<file path="config.mk">
export PLATFORM = sky130hd
export DESIGN_NAME = pca_timer
export DESIGN_NICKNAME = d
export VERILOG_FILES = /design/src/rtl/pca_pkg.sv /design/src/rtl/pca_prescaler.sv /design/src/rtl/pca_timebase.sv /design/src/rtl/pca_channel.sv /design/src/rtl/pca_timer.sv
export SDC_FILE = /design/constraint.sdc
export NUM_CORES = 1
export LEC_CHECK = 0
export BUFFER_PORTS_ARGS = -buffer_cell sky130_fd_sc_hd__buf_2
export CELL_PAD_IN_SITES_DETAIL_PLACEMENT = 2
export CELL_PAD_IN_SITES_GLOBAL_PLACEMENT = 2
export CORE_MARGIN = 3
export CORE_UTILIZATION = 39
export DETAILED_ROUTE_END_ITERATION = 12
export PLACE_DENSITY = 0.9
export SLEW_MARGIN = 30
export SYNTH_ARGS = -nofsm -noshare
export SYNTH_HDL_FRONTEND = slang
export SYNTH_SLANG_ARGS = --single-unit
</file>
<file path="constraint.sdc">
create_clock -name clk -period 5.4 [get_ports clk]
set_input_delay 0.27 -clock clk [delete_from_list [all_inputs] [get_ports clk]]
set_output_delay 0.27 -clock clk [all_outputs]
set_load 0.02 [all_outputs]
</file>
<file path="src/rtl/pca_pkg.sv">
// Shared types and register addresses of the counter array timer.
// Assumes at most eight channels, so that the value and mode address windows do not overlap.
package pca_pkg;
    localparam int ADDR_W = 5;

    typedef enum logic [1:0] {
        SRC_DIV_SLOW = 2'd0,
        SRC_DIV_FAST = 2'd1,
        SRC_T0       = 2'd2,
        SRC_EXT      = 2'd3
    } src_e;

    typedef enum logic [2:0] {
        MODE_OFF    = 3'd0,
        MODE_CAP_R  = 3'd1,
        MODE_CAP_F  = 3'd2,
        MODE_CAP_RF = 3'd3,
        MODE_TIMER  = 3'd4,
        MODE_TOGGLE = 3'd5,
        MODE_PWM    = 3'd6
    } mode_e;

    localparam logic [ADDR_W-1:0] A_CTRL      = 5'd0;
    localparam logic [ADDR_W-1:0] A_COUNT     = 5'd1;
    localparam logic [ADDR_W-1:0] A_CLR       = 5'd2;
    localparam logic [ADDR_W-1:0] A_VAL_BASE  = 5'd8;
    localparam logic [ADDR_W-1:0] A_MODE_BASE = 5'd16;
endpackage

</file>
<file path="src/rtl/pca_prescaler.sv">
// Divides the peripheral clock into a slow tick and a fast tick.
// Assumes DIV_SLOW is a multiple of DIV_FAST. The phase restarts whenever run is low.
module pca_prescaler #(
    parameter int DIV_SLOW = 6,
    parameter int DIV_FAST = 2
) (
    input  logic clk,
    input  logic rst_n,
    input  logic run,
    output logic tick_slow,
    output logic tick_fast
);
    localparam int PW = (DIV_SLOW > 1) ? $clog2(DIV_SLOW) : 1;

    logic [PW-1:0] phase;

    // Phase counter, cleared while stopped.
    always_ff @(posedge clk) begin
        if (!rst_n || !run)
            phase <= '0;
        else if (phase == PW'(DIV_SLOW - 1))
            phase <= '0;
        else
            phase <= phase + 1'b1;
    end

    // Tick decode from the phase.
    always_comb begin
        tick_slow = run && (phase == PW'(DIV_SLOW - 1));
        tick_fast = run && ((phase % PW'(DIV_FAST)) == PW'(DIV_FAST - 1));
    end
endmodule

</file>
<file path="src/rtl/pca_timebase.sv">
// Shared up-counter with source selection and a synchronizer for the external count pin.
// Assumes the timer 0 strobe is synchronous to clk. A load has priority over a step.
module pca_timebase
    import pca_pkg::*;
#(
    parameter int CNT_W = 16
) (
    input  logic             clk,
    input  logic             rst_n,
    input  logic             run,
    input  src_e             src,
    input  logic             tick_slow,
    input  logic             tick_fast,
    input  logic             t0_ovf,
    input  logic             ext_cnt,
    input  logic             load,
    input  logic [CNT_W-1:0] load_val,
    output logic [CNT_W-1:0] cnt,
    output logic [CNT_W-1:0] cnt_next,
    output logic             adv,
    output logic             wrap
);
    logic [2:0] ext_sh;
    logic       ext_rise;
    logic       sel_tick;

    // Two-flop synchronizer plus one history stage for the external pin.
    always_ff @(posedge clk) begin
        if (!rst_n)
            ext_sh <= '0;
        else
            ext_sh <= {ext_sh[1:0], ext_cnt};
    end

    // Source multiplexer and step decode.
    always_comb begin
        ext_rise = ext_sh[1] & ~ext_sh[2];
        case (src)
            SRC_DIV_SLOW: sel_tick = tick_slow;
            SRC_DIV_FAST: sel_tick = tick_fast;
            SRC_T0:       sel_tick = t0_ovf;
            SRC_EXT:      sel_tick = ext_rise;
            default:      sel_tick = 1'b0;
        endcase
        adv      = run && !load && sel_tick;
        cnt_next = cnt + 1'b1;
        wrap     = adv && (cnt == '1);
    end

    // Count register.
    always_ff @(posedge clk) begin
        if (!rst_n)
            cnt <= '0;
        else if (load)
            cnt <= load_val;
        else if (adv)
            cnt <= cnt_next;
    end
endmodule

</file>
<file path="src/rtl/pca_channel.sv">
// One compare/capture channel: edge capture, compare timer, toggle output or pulse width.
// Assumes cnt_next is the value the count takes when adv is high. A register write has priority over a capture.
module pca_channel
    import pca_pkg::*;
#(
    parameter int CNT_W = 16,
    parameter int PWM_W = 8
) (
    input  logic             clk,
    input  logic             rst_n,
    input  mode_e            mode,
    input  logic             pin_in,
    input  logic             val_we,
    input  logic [CNT_W-1:0] val_wd,
    input  logic [CNT_W-1:0] cnt,
    input  logic [CNT_W-1:0] cnt_next,
    input  logic             adv,
    output logic [CNT_W-1:0] val,
    output logic             event_o,
    output logic             pin_out
);
    logic [2:0]       pin_sh;
    logic             rise, fall, cap_hit, match, tog;
    logic [PWM_W-1:0] pwm_cmp;

    // Input pin synchronizer with edge history.
    always_ff @(posedge clk) begin
        if (!rst_n)
            pin_sh <= '0;
        else
            pin_sh <= {pin_sh[1:0], pin_in};
    end

    // Capture and match decode.
    always_comb begin
        rise    = pin_sh[1] & ~pin_sh[2];
        fall    = ~pin_sh[1] & pin_sh[2];
        cap_hit = ((mode == MODE_CAP_R)  && rise) ||
                  ((mode == MODE_CAP_F)  && fall) ||
                  ((mode == MODE_CAP_RF) && (rise || fall));
        match   = adv && (cnt_next == val) &&
                  ((mode == MODE_TIMER) || (mode == MODE_TOGGLE));
        event_o = cap_hit || match;
    end

    // Channel value register.
    always_ff @(posedge clk) begin
        if (!rst_n)
            val <= '0;
        else if (val_we)
            val <= val_wd;
        else if (cap_hit)
            val <= cnt;
    end

    // Toggle output state.
    always_ff @(posedge clk) begin
        if (!rst_n)
            tog <= 1'b0;
        else if (match && (mode == MODE_TOGGLE))
            tog <= ~tog;
    end

    // Buffered compare byte, reloaded when the low byte wraps.
    always_ff @(posedge clk) begin
        if (!rst_n)
            pwm_cmp <= '0;
        else if (adv && (cnt[PWM_W-1:0] == '1))
            pwm_cmp <= val[PWM_W-1:0];
    end

    // Output pin select.
    always_comb begin
        if (mode == MODE_PWM)
            pin_out = (cnt[PWM_W-1:0] >= pwm_cmp);
        else
            pin_out = tog;
    end
endmodule

</file>
<file path="src/rtl/pca_timer.sv">
// Top of the counter array timer: register decode, flag collection, one shared counter and NUM_MOD channels.
// Assumes single-cycle writes. A flag set and a clear of the same flag in one cycle leave the flag set.
module pca_timer
    import pca_pkg::*;
#(
    parameter int CNT_W    = 16,
    parameter int NUM_MOD  = 5,
    parameter int PWM_W    = 8,
    parameter int DIV_SLOW = 6,
    parameter int DIV_FAST = 2
) (
    input  logic                     clk,
    input  logic                     rst_n,
    input  logic                     wr_en,
    input  logic [ADDR_W-1:0]        wr_addr,
    input  logic [CNT_W-1:0]         wr_data,
    input  logic                     t0_ovf,
    input  logic                     ext_cnt,
    input  logic [NUM_MOD-1:0]       mod_in,
    output logic [NUM_MOD-1:0]       mod_out,
    output logic [CNT_W-1:0]         count_o,
    output logic [NUM_MOD*CNT_W-1:0] mod_val_o,
    output logic [NUM_MOD:0]         flags_o,
    output logic                     irq_o
);
    localparam int FW = NUM_MOD + 1;

    logic               run_q;
    src_e               src_q;
    mode_e              mode_q [NUM_MOD];
    logic [FW-1:0]      flags_q;
    logic [NUM_MOD-1:0] ev;
    logic               tick_slow, tick_fast, adv, wrap, cnt_load;
    logic [CNT_W-1:0]   cnt, cnt_next;
    logic [FW-1:0]      clr_mask;

    // Control and flag-clear write decode.
    always_comb begin
        cnt_load = wr_en && (wr_addr == A_COUNT);
        clr_mask = (wr_en && (wr_addr == A_CLR)) ? wr_data[FW-1:0] : '0;
    end

    // Run bit and source field.
    always_ff @(posedge clk) begin
        if (!rst_n) begin
            run_q <= 1'b0;
            src_q <= SRC_DIV_SLOW;
        end else if (wr_en && (wr_addr == A_CTRL)) begin
            run_q <= wr_data[0];
            src_q <= src_e'(wr_data[2:1]);
        end
    end

    // Channel mode registers.
    always_ff @(posedge clk) begin
        if (!rst_n) begin
            for (int i = 0; i < NUM_MOD; i++) mode_q[i] <= MODE_OFF;
        end else if (wr_en) begin
            for (int i = 0; i < NUM_MOD; i++)
                if (wr_addr == A_MODE_BASE + ADDR_W'(i))
                    mode_q[i] <= mode_e'(wr_data[2:0]);
        end
    end

    // Sticky flags: a set wins over a clear in the same cycle.
    always_ff @(posedge clk) begin
        if (!rst_n)
            flags_q <= '0;
        else
            flags_q <= (flags_q & ~clr_mask) | {wrap, ev};
    end

    pca_prescaler #(.DIV_SLOW(DIV_SLOW), .DIV_FAST(DIV_FAST)) u_pre (
        .clk(clk), .rst_n(rst_n), .run(run_q),
        .tick_slow(tick_slow), .tick_fast(tick_fast)
    );

    pca_timebase #(.CNT_W(CNT_W)) u_tb (
        .clk(clk), .rst_n(rst_n), .run(run_q), .src(src_q),
        .tick_slow(tick_slow), .tick_fast(tick_fast),
        .t0_ovf(t0_ovf), .ext_cnt(ext_cnt),
        .load(cnt_load), .load_val(wr_data),
        .cnt(cnt), .cnt_next(cnt_next), .adv(adv), .wrap(wrap)
    );

    for (genvar g = 0; g < NUM_MOD; g++) begin : g_ch
        logic val_we;
        assign val_we = wr_en && (wr_addr == A_VAL_BASE + ADDR_W'(g));
        pca_channel #(.CNT_W(CNT_W), .PWM_W(PWM_W)) u_ch (
            .clk(clk), .rst_n(rst_n), .mode(mode_q[g]), .pin_in(mod_in[g]),
            .val_we(val_we), .val_wd(wr_data),
            .cnt(cnt), .cnt_next(cnt_next), .adv(adv),
            .val(mod_val_o[g*CNT_W +: CNT_W]), .event_o(ev[g]), .pin_out(mod_out[g])
        );
    end

    // Output drive.
    always_comb begin
        count_o = cnt;
        flags_o = flags_q;
        irq_o   = |flags_q;
    end
endmodule

</file>
Word-level counts from Yosys, hierarchy flattened
Memory sizes are Yosys's and may differ from the RTL's.
Cells that the tools add are included.
{ "totals": {"reg_bits": 171, "latch_bits": 0, "mem_bits_rw": 15, "mem_bits_ro": 0, "in_bits": 31, "output_inout_bits": 108, "word_cells": 250, "memories": 1} }
{ "op_classes": {"add_sub_neg": 2, "multipliers": 0, "n_div": 0, "order_cmp": 5, "n_eq_ne": 53, "n_shift": 0, "n_mux": 45, "bitwise": 35, "reduce_logical": 83} }
{ "memory_table": {"columns": ["name", "depth", "width", "rd", "rd_clocked_by_memory_dff", "write_ports", "line_no", "rtl"], "rows": [
  ["mode_q", 5, 3, 5, 0, 5, "pca_timer.sv:30", "mode_e mode_q [NUM_MOD];"]
]} }
{ "op_table": {"columns": ["op", "n"], "rows": [
  ["$mux W16", 12],
  ["$eq A16 B16 Y1", 5],
  ["$eq A3 B3 Y1 const B", 16],
  ["$logic_and A1 B1 Y1", 44],
  ["$ge A8 B8 Y1", 5],
  ["$eq A3 B2 Y1 const B", 10],
  ["$logic_or A1 B1 Y1", 26],
  ["$mux W1", 26],
  ["$eq A5 B4 Y1 const B", 5],
  ["$eq A5 B5 Y1 const B", 5],
  ["$add A16 B1 Y16 const B", 1],
  ["$eq A16 B16 Y1 const B", 1],
  ["$not A1 Y1", 16],
  ["$eq A3 B1 Y1 const B", 5],
  ["$mux W3", 5],
  ["$reduce_bool A2 Y1", 6],
  ["$and A1 B1 Y1", 11],
  ["$eq A8 B8 Y1 const B", 1],
  ["$and A6 B6 Y6", 1],
  ["$mux W6", 1],
  ["$not A6 Y6", 1],
  ["$or A6 B6 Y6", 1],
  ["$reduce_or A6 Y1", 1],
  ["$eq A5 B1 Y1 const B", 1],
  ["10 further kinds", 17]
]} }

Logic depth before layout (Yosys ltp)
Gate-level depths: netlist of run 1.
{ "logic_depth": {"word_depth": 9, "ltp_mapped": 12, "depth_no_buf": 9} }

Hierarchy
A second synthesis of run 1 with hierarchy kept.
{ "hier_totals": {"cells_unflattened": 1141, "area_unflattened_um2": 10385.0} }
{ "modules_own_cells": {"columns": ["module", "n_inst", "cells_each", "area_per_inst_um2", "seq_area_each_um2"], "rows": [
  ["pca_channel", 5, 172, 1567.8, 560.5],
  ["pca_timebase", 1, 183, 1422.6, 380.4],
  ["pca_timer", 1, 84, 979.7, 630.6],
  ["pca_prescaler", 1, 14, 143.9, 60.1]
]} }

Worst setup path after synthesis of run 1
Ideal clock, no wire load.
{ "synth_path": {"path_kind": "reg2reg", "from": "register u_tb.cnt[1]", "to": "register g_ch[2].u_ch.tog", "setup_ps": 71, "arrival_time_ps": 2926, "t_required_ps": 5329, "path_slack_ps": 2404, "stages_incl_launch_ff": 9, "path_buffers": 0, "synth_period_minus_slack_ps": 2996, "path_cell_list": "dfxtp_1 > ha_1 > nand3_2 > nor3_2 > xnor3_1 > nand4_1 > or4_1 > or4_1 > a21oi_1"} }
{ "synth_via": {"elab_chain_len": 5} }
{ "synth_rtl": {"columns": ["element", "line_no", "rtl"], "rows": [
  ["start: declaration", "pca_timebase.sv:18", "output logic [CNT_W-1:0] cnt,"],
  ["start signal: assignment", "pca_timebase.sv:55", "cnt <= load_val;"],
  ["start signal: assignment", "pca_timebase.sv:57", "cnt <= cnt_next;"],
  ["$add A16 B1 Y16", "pca_timebase.sv:46", "cnt_next = cnt + 1'b1;"],
  ["$eq A16 B16 Y1", "pca_channel.sv:41", "match = adv && (cnt_next == val) &&"],
  ["$logic_and A1 B1 Y1 (2 in series)", "pca_channel.sv:41", null],
  ["$logic_and A1 B1 Y1", "pca_channel.sv:60", "else if (match && (mode == MODE_TOGGLE))"],
  ["end signal: assignment", "pca_channel.sv:61", "tog <= ~tog;"],
  ["end: declaration", "pca_channel.sv:23", "logic rise, fall, cap_hit, match, tog;"]
]} }
No other way between the ends.
A chain may end at the register's enable or synchronous reset.

Worst setup path after layout of run 1
{ "layout_path": {"from": "register u_tb.cnt[0]", "to": "output mod_out[1]"} }
{ "layout_via": {"elab_chain_len": 2} }
{ "layout_rtl": {"columns": ["element", "line_no", "rtl"], "rows": [
  ["$ge A8 B8 Y1", "pca_channel.sv:75", "pin_out = (cnt[PWM_W-1:0] >= pwm_cmp);"],
  ["$mux W1", "pca_channel.sv:74", "if (mode == MODE_PWM)"],
  ["end: declaration", "pca_timer.sv:20", "output logic [NUM_MOD-1:0] mod_out,"]
]} }
No other way between the ends.

==> results of run 1 <==
==> per-stage QoR <==
stage	setup WS, ns	util (%)
floorplan	2.40	-
global placement	1.82	43.1
detailed placement	1.69	43.1
CTS	1.53	45.3
global route	1.30	45.4
finish	1.41	45.4
==> cell families (layout without fill, tap and decap cells) <==
logic type      Yosys count  after routing  share of synthesized area [%]
flops                   186            186                           35.0
fa+ha+maj                53             53                           5.99
compound gates          236            236                           15.2
xor+xnor                 82             82                           8.04
simple gates            393            393                           18.0
mux                     132            132                           12.0
buf+inv                 152            251                           5.86
==> cell usage in the layout (no fill, tap or decap), types with 17 or more instances in the layout <==
master                      netlist  routed
sky130_fd_sc_hd__a211oi_1       100     100
sky130_fd_sc_hd__a21oi_1         30      25
sky130_fd_sc_hd__and2_1          21      20
sky130_fd_sc_hd__buf_2            8     138
sky130_fd_sc_hd__buf_4            8      22
sky130_fd_sc_hd__clkbuf_16        0      17
sky130_fd_sc_hd__dfxtp_1        171     171
sky130_fd_sc_hd__ha_1            53      53
sky130_fd_sc_hd__inv_1           57      56
sky130_fd_sc_hd__mux2i_1        131     131
sky130_fd_sc_hd__nand2_1         63      63
sky130_fd_sc_hd__nand2b_1        18      18
sky130_fd_sc_hd__nand3_1         19      18
sky130_fd_sc_hd__nand4_1         17      17
sky130_fd_sc_hd__nor2_1         168     168
sky130_fd_sc_hd__o21ai_0         25      25
sky130_fd_sc_hd__xnor2_1         44      44
sky130_fd_sc_hd__xor2_1          25      25
==> worst max-delay path by stage <==
| stage | to | slack, ns | cells after the start | from |
|---|---|---|---|---|
| floorplan | g_ch[2].u_ch.tog | 2.40 | 8 | u_tb.cnt[1] |
| global placement | g_ch[2].u_ch.tog | 1.82 | 8 | u_tb.cnt[0] |
| detailed placement | flags_o[4] | 1.69 | 7 | u_tb.cnt[10] |
| CTS | mod_out[1] | 1.53 | 10 | u_tb.cnt[0] |
| global route | mod_out[1] | 1.30 | 10 | u_tb.cnt[0] |
| finish | mod_out[1] | 1.41 | 10 | u_tb.cnt[0] |
==> worst reg2reg max path, delay by kind of cell (launching register included) <==
kind	cells	cell delay (ns)
AND/OR/NAND/NOR	4	2.12
AO/OA/AOI/OAI	1	0.17
adder cells (fa/ha/maj)	1	0.38
XOR/XNOR	1	0.26
flip-flops	1	0.40
buffers and inverters	1	0.28
multiplexers	1	0.23
==> flip-flops by register name, indices dropped and copies added, names as in the netlist <==
name,flops
u_tb.cnt,16
src_q,2
g_ch.u_ch.val,80
g_ch.u_ch.pin_sh,15
g_ch.u_ch.pwm_cmp,40
run_q,1
u_pre.phase,3
mode_q,15
g_ch.u_ch.tog,5
flags_o,6
u_tb.ext_sh,3
==> layout make-up <==
cell class	instances	area [um2]
Tap cell	378	473
Clock buffer	17	425
Sequential cell	186	3870
Fill cell	3057	15200
Inverter	58	220
Multi-Input combinational cell	896	6580
Timing Repair Buffer	161	867
Clock inverter	15	200
==> routing by layer <==
layer  global-route usage, %  up-vias
met2                    54.2      477
met1                    38.3     5411
met4                    13.4        0
met5                       0        -
met3                    6.27      133
li1                        -     4556
==> power by group through the flow <==
stage	Sequential, mW	Combinational [mW]	Clock (mW)
finish	1.45	0.259	1.36
detailed placement	1.48	0.249	0
CTS	1.45	0.255	1.37
global route	1.46	0.275	1.43
global placement	1.48	0.238	0
floorplan	1.48	0.140	0
==> implementation parameters, run 1 <==
Parameter                              Value

Placed design
  Number of buffer cells added on primary ports    138
  Total placed instance area    12000 um2
  Post-DP HPWL    32.8 mm
  Placed cells    1679
  Weighted congestion at the end of routability-driven global placement    0.886

Drt
  Wire length per cell after detailed routing    28.1 um
  First-pass detailed-route iteration total    5
  Mean number of vias per cell    6.18
  Sum of met2 wire segment lengths after detailed routing    23.6 mm
  Final routed DRC violation total    0
  Met1 wire length    19.2 mm
  Residual antenna-violating net count after detailed routing    0
  Starting DRC count in detailed routing    705
  Vias after detailed routing    10600
  Total wirelength of the detailed-routed design    48.1 mm
  Met3 wire length    3.32 mm
  Top sig layer    met4

Yosys
  Syn nets    1318
  Number of synthesized register bits    186
  Leading post-synthesis cells by instance count    sky130_fd_sc_hd__dfxtp_1 (171), sky130_fd_sc_hd__nor2_1 (168), sky130_fd_sc_hd__mux2i_1 (131), sky130_fd_sc_hd__a211oi_1 (100), sky130_fd_sc_hd__nand2_1 (63)
  Area share of the leading cell type in the synthesized netlist    30.9%
  Post-synthesis average cell area    8.96 um2
  Cell taking the most area after synthesis    sky130_fd_sc_hd__dfxtp_1
  Number of enable flip-flop cells after synthesis    15
  Most frequently used flop master after synthesis    sky130_fd_sc_hd__dfxtp_1
  Count of cell types in the netlist    73
  Synth Warn #    0
  Top area cells in the synthesized netlist    sky130_fd_sc_hd__dfxtp_1 (31%), sky130_fd_sc_hd__mux2i_1 (12%), sky130_fd_sc_hd__a211oi_1 (6.8%), sky130_fd_sc_hd__ha_1 (6.0%), sky130_fd_sc_hd__nor2_1 (5.7%)
  Synth Cell Area    11100 um2
  Async SR Flop Fraction    0%
  Sequential share of the synthesized area    35.0%
  Most common cell in the synthesized netlist    sky130_fd_sc_hd__dfxtp_1
  Cells after synthesis    1234

Timing
  Fmax    0.250 GHz
  Min Clock Period, post-route    3.99 ns
  Final setup viols    0
  Headroom to the max-slew limit    31.1%
  Actual slew at the worst max-slew pin    1.03 ns
  Number of max-slew violations in the final report    0
  Final hold vios    0
  Setup TNS    0 ns
  Worst slack on hold paths    0.0127 ns
  Setup repair after global routing missed its margin    no
  Clock Skews    0.0157 ns
  Final period util    74.0%

Power and ir drop
  Standby leakage power    4.69 nW
  Comb power frac    8.4%
  Peak VDD IR    0.207 mV
  Clock share of power    44.3%
  Switching Fraction    29.3%
  Cell internal pwr    2.17 mW
  Sequential group share of total power    47.2%
  Total power divided by cell area    243 nW/um2
  Reported net switching power    0.899 mW
  Power consumption    3.07 mW

Die
  Die area    30400 um2
  Initial standard-cell utilization of the core    39.7%
  Floorplan Core Area    27900 um2
  Top-level I/O count    139
  Die Y    174 um
  Die outline width    174 um
  Number of placement rows    61

Critical path
  Crit path arrival time    3.72 ns
  Crit start category    flip-flop
  Reg-to-reg slack, setup    1.50 ns
  Critical path capture point type    output pin
  Path type of the worst setup path    flip-flop to output pin
  Family with the most delay on the worst path    compound AO/OA/AOI/OAI gates
  Cell repeated most along the worst path    sky130_fd_sc_hd__a21o_1
  Critical Path RT    5.13 ns
  CP Max Fanout    10
  CP max stage delay    0.55 ns
  Worst path cell trace    inv_1 > ha_1 > nand2b_1 > a21o_1 > a21o_1 > a21o_1 > a211o_1 > a21oi_1 > o21ai_0 > buf_2
  WP buf/inv    2
  Worst-path cell with the longest stage delay    sky130_fd_sc_hd__a21oi_1
  Worst reg-to-reg path cell count    9
  Endpoint of the most critical register-to-register path    g_ch[3].u_ch.tog
  Launch point of the worst reg-to-reg path    u_tb.cnt[1]

GRT
  Number of antenna violations at the first check in global routing    0
  Overflow left after global routing    0
  Wire length of the first global-routing pass    73.4 mm
  Via count of the first global-routing pass    11700
  GRT Total Usage    31.5%
  Largest net degree at the start of global routing    93

CTS
  CTS clock-pin slew for the worst setup and hold paths    0.09 ns
  Count of instances resized after the clock tree is built    0
  CTS sink count    186
  Setup fix buffers added after clock tree synthesis    0
  Number of levels the H-tree was split into    4
  Hold Buf Count CTS    0
  TritonCTS clock tree    yes
  Clock latency of the later-clocked register in the worst-skew pair    0.46 ns
  Cell at the root of the clock tree    sky130_fd_sc_hd__clkbuf_16
  CTS buffer count    17
  Maximum buffer depth of the clock tree    2

Finish
  Area Growth Syn to Fin    14.2%
  Share of final-layout standard cells stronger than drive strength 1    16.6%
  Finished layout cell area    12600 um2
  Layout Cells excl Fill    1711
  Post-layout nets    1404
  Antenna fix cells    0

Job
  Maximum Capacitance Violations    0

Min path
  Min-Delay Path Class    input pin to flip-flop
  Cell depth of the worst min-delay path    2
  Origin of the worst min-delay path    mod_in[3]
  Worst hold endpoint    g_ch[3].u_ch.pin_sh[0]

Run status
  Run status    finished, final reports clean
(Power assumes the default switching activity.)
==> run 2, diff against run 1 <==
--- a/config.mk
+++ b/config.mk
@@ -9,9 +9,9 @@
 export CELL_PAD_IN_SITES_DETAIL_PLACEMENT = 2
 export CELL_PAD_IN_SITES_GLOBAL_PLACEMENT = 2
 export CORE_MARGIN = 3
-export CORE_UTILIZATION = 39
+export CORE_UTILIZATION = 33
 export DETAILED_ROUTE_END_ITERATION = 12
-export PLACE_DENSITY = 0.9
+export PLACE_DENSITY = 0.81
 export SLEW_MARGIN = 30
 export SYNTH_ARGS = -nofsm -noshare
 export SYNTH_HDL_FRONTEND = slang
==> constraint.sdc (replaced) <==
create_clock -name clk -period 3.4 [get_ports clk]
set_input_delay 0.17 -clock clk [delete_from_list [all_inputs] [get_ports clk]]
set_output_delay 0.17 -clock clk [all_outputs]
set_load 0.02 [all_outputs]
==> run 2 against run 1 <==
Clock skew shrank 0.0019 ns. Routed wire length down 3.0%. Clock-buffer cell count is 4 higher. Final cell count up 6.3%. Sequential power up 59%. Sequential share of layout area decreased by 0.95 points. Final area increased by 3.3%. Sequential cell count unchanged. Global-route usage shrank 5.3 points. Die area up 18%. Non-clock buffer count increased by 43. Critical path type unchanged.
==> implementation parameters, run 2 (synthesis results as in run 1) <==
Parameter                              Value

Run status
  Run status    finished, final reports clean

Finish
  Max reg flops    80 (unchanged)
  Layout Cells excl Fill    1818 (+6.3%)
  Area Growth Syn to Fin    18.0%
  Largest registers    g_ch.u_ch.val: 80 flops, g_ch.u_ch.pwm_cmp: 40 flops, u_tb.cnt: 16 flops
  Most common library cell in the layout ignoring fill and taps    sky130_fd_sc_hd__dfxtp_1
  Register with the most flip-flops    g_ch.u_ch.val
  Antenna fix cells    0 (unchanged)
  Commonest non-fill, non-tap cells in the layout    sky130_fd_sc_hd__dfxtp_1 (170), sky130_fd_sc_hd__nor2_1 (168), sky130_fd_sc_hd__buf_2 (138)
  Number of inserted filler cells in the final layout    3713 (+21%)
  Share of final-layout standard cells stronger than drive strength 1    18.8% (+2.2 points)
  Finished layout cell area    13100 um2 (+3.3%)
  Post-layout nets    1447 (+3.1%)
  Final cell utilization of the core    39.8% (-5.5 points)

Drt
  Mean number of vias per cell    5.68 (-8.2%)
  Residual antenna-violating net count after detailed routing    0 (unchanged)
  Starting DRC count in detailed routing    781 (+11%)
  Wire length per cell after detailed routing    25.7 um (-8.7%)
  Final routed DRC violation total    0 (unchanged)
  Vias after detailed routing    10300 (-2.4%)
  Total wirelength of the detailed-routed design    46.7 mm (-3.0%)
  First-pass detailed-route iteration total    4 (-1)

Critical path
  Crit start category    flip-flop
  Critical Path RT    3.23 ns (-1.90 ns)
  Critical path capture point type    output pin
  Crit path arrival time    3.14 ns (-0.58 ns)
  Path type of the worst setup path    flip-flop to output pin
  CP Max Fanout    12 (+2)
  Launch point of the worst reg-to-reg path    u_tb.cnt[1]
  Origin of the worst setup path    u_tb.cnt[0]

Timing
  Final period util    97.5%
  Final setup viols    0 (unchanged)
  Final hold vios    0 (unchanged)
  Actual slew at the worst max-slew pin    0.966 ns (-0.0675 ns)
  Clock Skews    0.0138 ns (-0.00195 ns)
  Number of max-slew violations in the final report    0 (unchanged)
  Headroom to the max-slew limit    35.6% (+4.5 points)
  Worst slack on hold paths    0.0441 ns (+0.0314 ns)
  PnR worst setup slack    0.0867 ns (-1.32 ns)
  Fmax    0.302 GHz
  Min Clock Period, post-route    3.31 ns

GRT
  Met1 layer usage reported by global route    34.3% (-4.0 points)
  Overflow left after global routing    0 (unchanged)
  Met3 routing resource usage after global routing    4.70% (-1.6 points)
  Largest net degree at the start of global routing    85 (-8.6%)
  Number of antenna violations at the first check in global routing    0 (unchanged)
  GRT Total Usage    26.2% (-5.3 points)
  Highest-utilization routing layer at the global route stage    met2
  Via count of the first global-routing pass    11100 (-4.5%)
  Wire length of the first global-routing pass    71.2 mm (-3.0%)
  Met2 routing resource usage after global routing    44.2% (-10 points)

Die
  Initial standard-cell utilization of the core    33.7% (-6.0 points)
  Die area    35800 um2 (+18%)
  Die outline width    189 um (+8.4%)
  Number of placement rows    66 (+8.2%)
  Top-level I/O count    139 (unchanged)
  Floorplan Core Area    32800 um2 (+18%)
  Die Y    189 um (+8.4%)

CTS
  CTS buffer count    17 (unchanged)
  Clock latency of the later-clocked register in the worst-skew pair    0.46 ns (about the same)
  CTS clock-pin slew for the worst setup and hold paths    0.08 ns (about the same)
  Maximum buffer depth of the clock tree    2 (unchanged)
  CTS sink count    186 (unchanged)
  Cell at the root of the clock tree    sky130_fd_sc_hd__clkbuf_16
  Number of levels the H-tree was split into    4 (unchanged)
  TritonCTS clock tree    yes

Power and ir drop
  Peak VDD IR    0.363 mV (+75%)
  Standby leakage power    4.90 nW (+4.5%)
  Total power divided by cell area    371 nW/um2 (+53%)

Placed design
  Dpl ws    0.0700 ns (-1.62 ns)
  Placed cells    1779 (+6.0%)
  Number of buffer cells added on primary ports    138 (unchanged)
  Weighted congestion at the end of routability-driven global placement    0.930 (+5.0%)
  Post-DP HPWL    33.7 mm (+3.0%)
  Total placed instance area    12400 um2 (+3.0%)

Min path
  Origin of the worst min-delay path    rst_n
  Min-Delay Path Class    input pin to flip-flop

Job
  Maximum Capacitance Violations    0 (unchanged)
## run 2: critical path, stage by stage, from the launching register on
cell and delay [ns]:
sky130_fd_sc_hd__dfxtp_4 0.38, sky130_fd_sc_hd__buf_12 0.15, sky130_fd_sc_hd__clkinvlp_4 0.14, sky130_fd_sc_hd__ha_1 0.31, sky130_fd_sc_hd__nand2b_1 0.18, sky130_fd_sc_hd__a21o_1 0.19, sky130_fd_sc_hd__a21o_1 0.17, sky130_fd_sc_hd__a21o_1 0.19
sky130_fd_sc_hd__a211o_1 0.29, sky130_fd_sc_hd__a21oi_1 0.17, sky130_fd_sc_hd__buf_4 0.17, sky130_fd_sc_hd__o21ai_1 0.14, sky130_fd_sc_hd__buf_2 0.19
## run 2: repair_timing
| item | in CTS | in global routing |
|---|---|---|
| pin swaps | 0 | 0 |
| resized for setup | 4 | 6 |
| hold buffers | 6 | 0 |
| endpoints found under the setup margin | 2 | 4 |
| hold endpoints to repair | 6 | 0 |
| buffers inserted | 0 | 1 |
## run 2: path summary, 6_finish.rpt
path                                                to  slack, ns  cells after the start
worst max-delay path                        mod_out[1]       0.09                     12
worst min-delay path            g_ch[4].u_ch.pin_sh[2]       0.04                      3
worst max register to register        g_ch[4].u_ch.tog       0.09                      8
worst min register to register  g_ch[1].u_ch.pin_sh[1]       0.44                      1
## run 2: cell type report
| class | instances | area (um2) | share of cell area [%] |
|---|---|---|---|
| Sequential cell | 186 | 3880 | 29.7 |
| Clock inverter | 11 | 119 | 0.911 |
| Inverter | 58 | 224 | 1.72 |
| Multi-Input combinational cell | 896 | 6570 | 50.3 |
| Tap cell | 442 | 553 | 4.24 |
| Timing Repair Buffer | 204 | 1230 | 9.39 |
| Clock buffer | 21 | 482 | 3.69 |
## run 2: power by group
part           switching, mW  total, mW  internal (mW)
clock                   1.00       2.12           1.12
combinational          0.273      0.422          0.149
sequential            0.0583       2.30           2.24
## run 2: layer usage
layer  up-vias  wire length, um
li1       4651                -
met1      5330            20600
met2       285            22600
met3        54             2380
met4         0             1100
met5         -                0
## run 2: metrics by stage
stage	power [mW]	setup TNS, ns
after global placement	2.75	0
after global routing	5.01	-0.00712
after detailed placement	2.76	0
final	4.85	0
after floorplan	2.57	0
after CTS	4.89	0
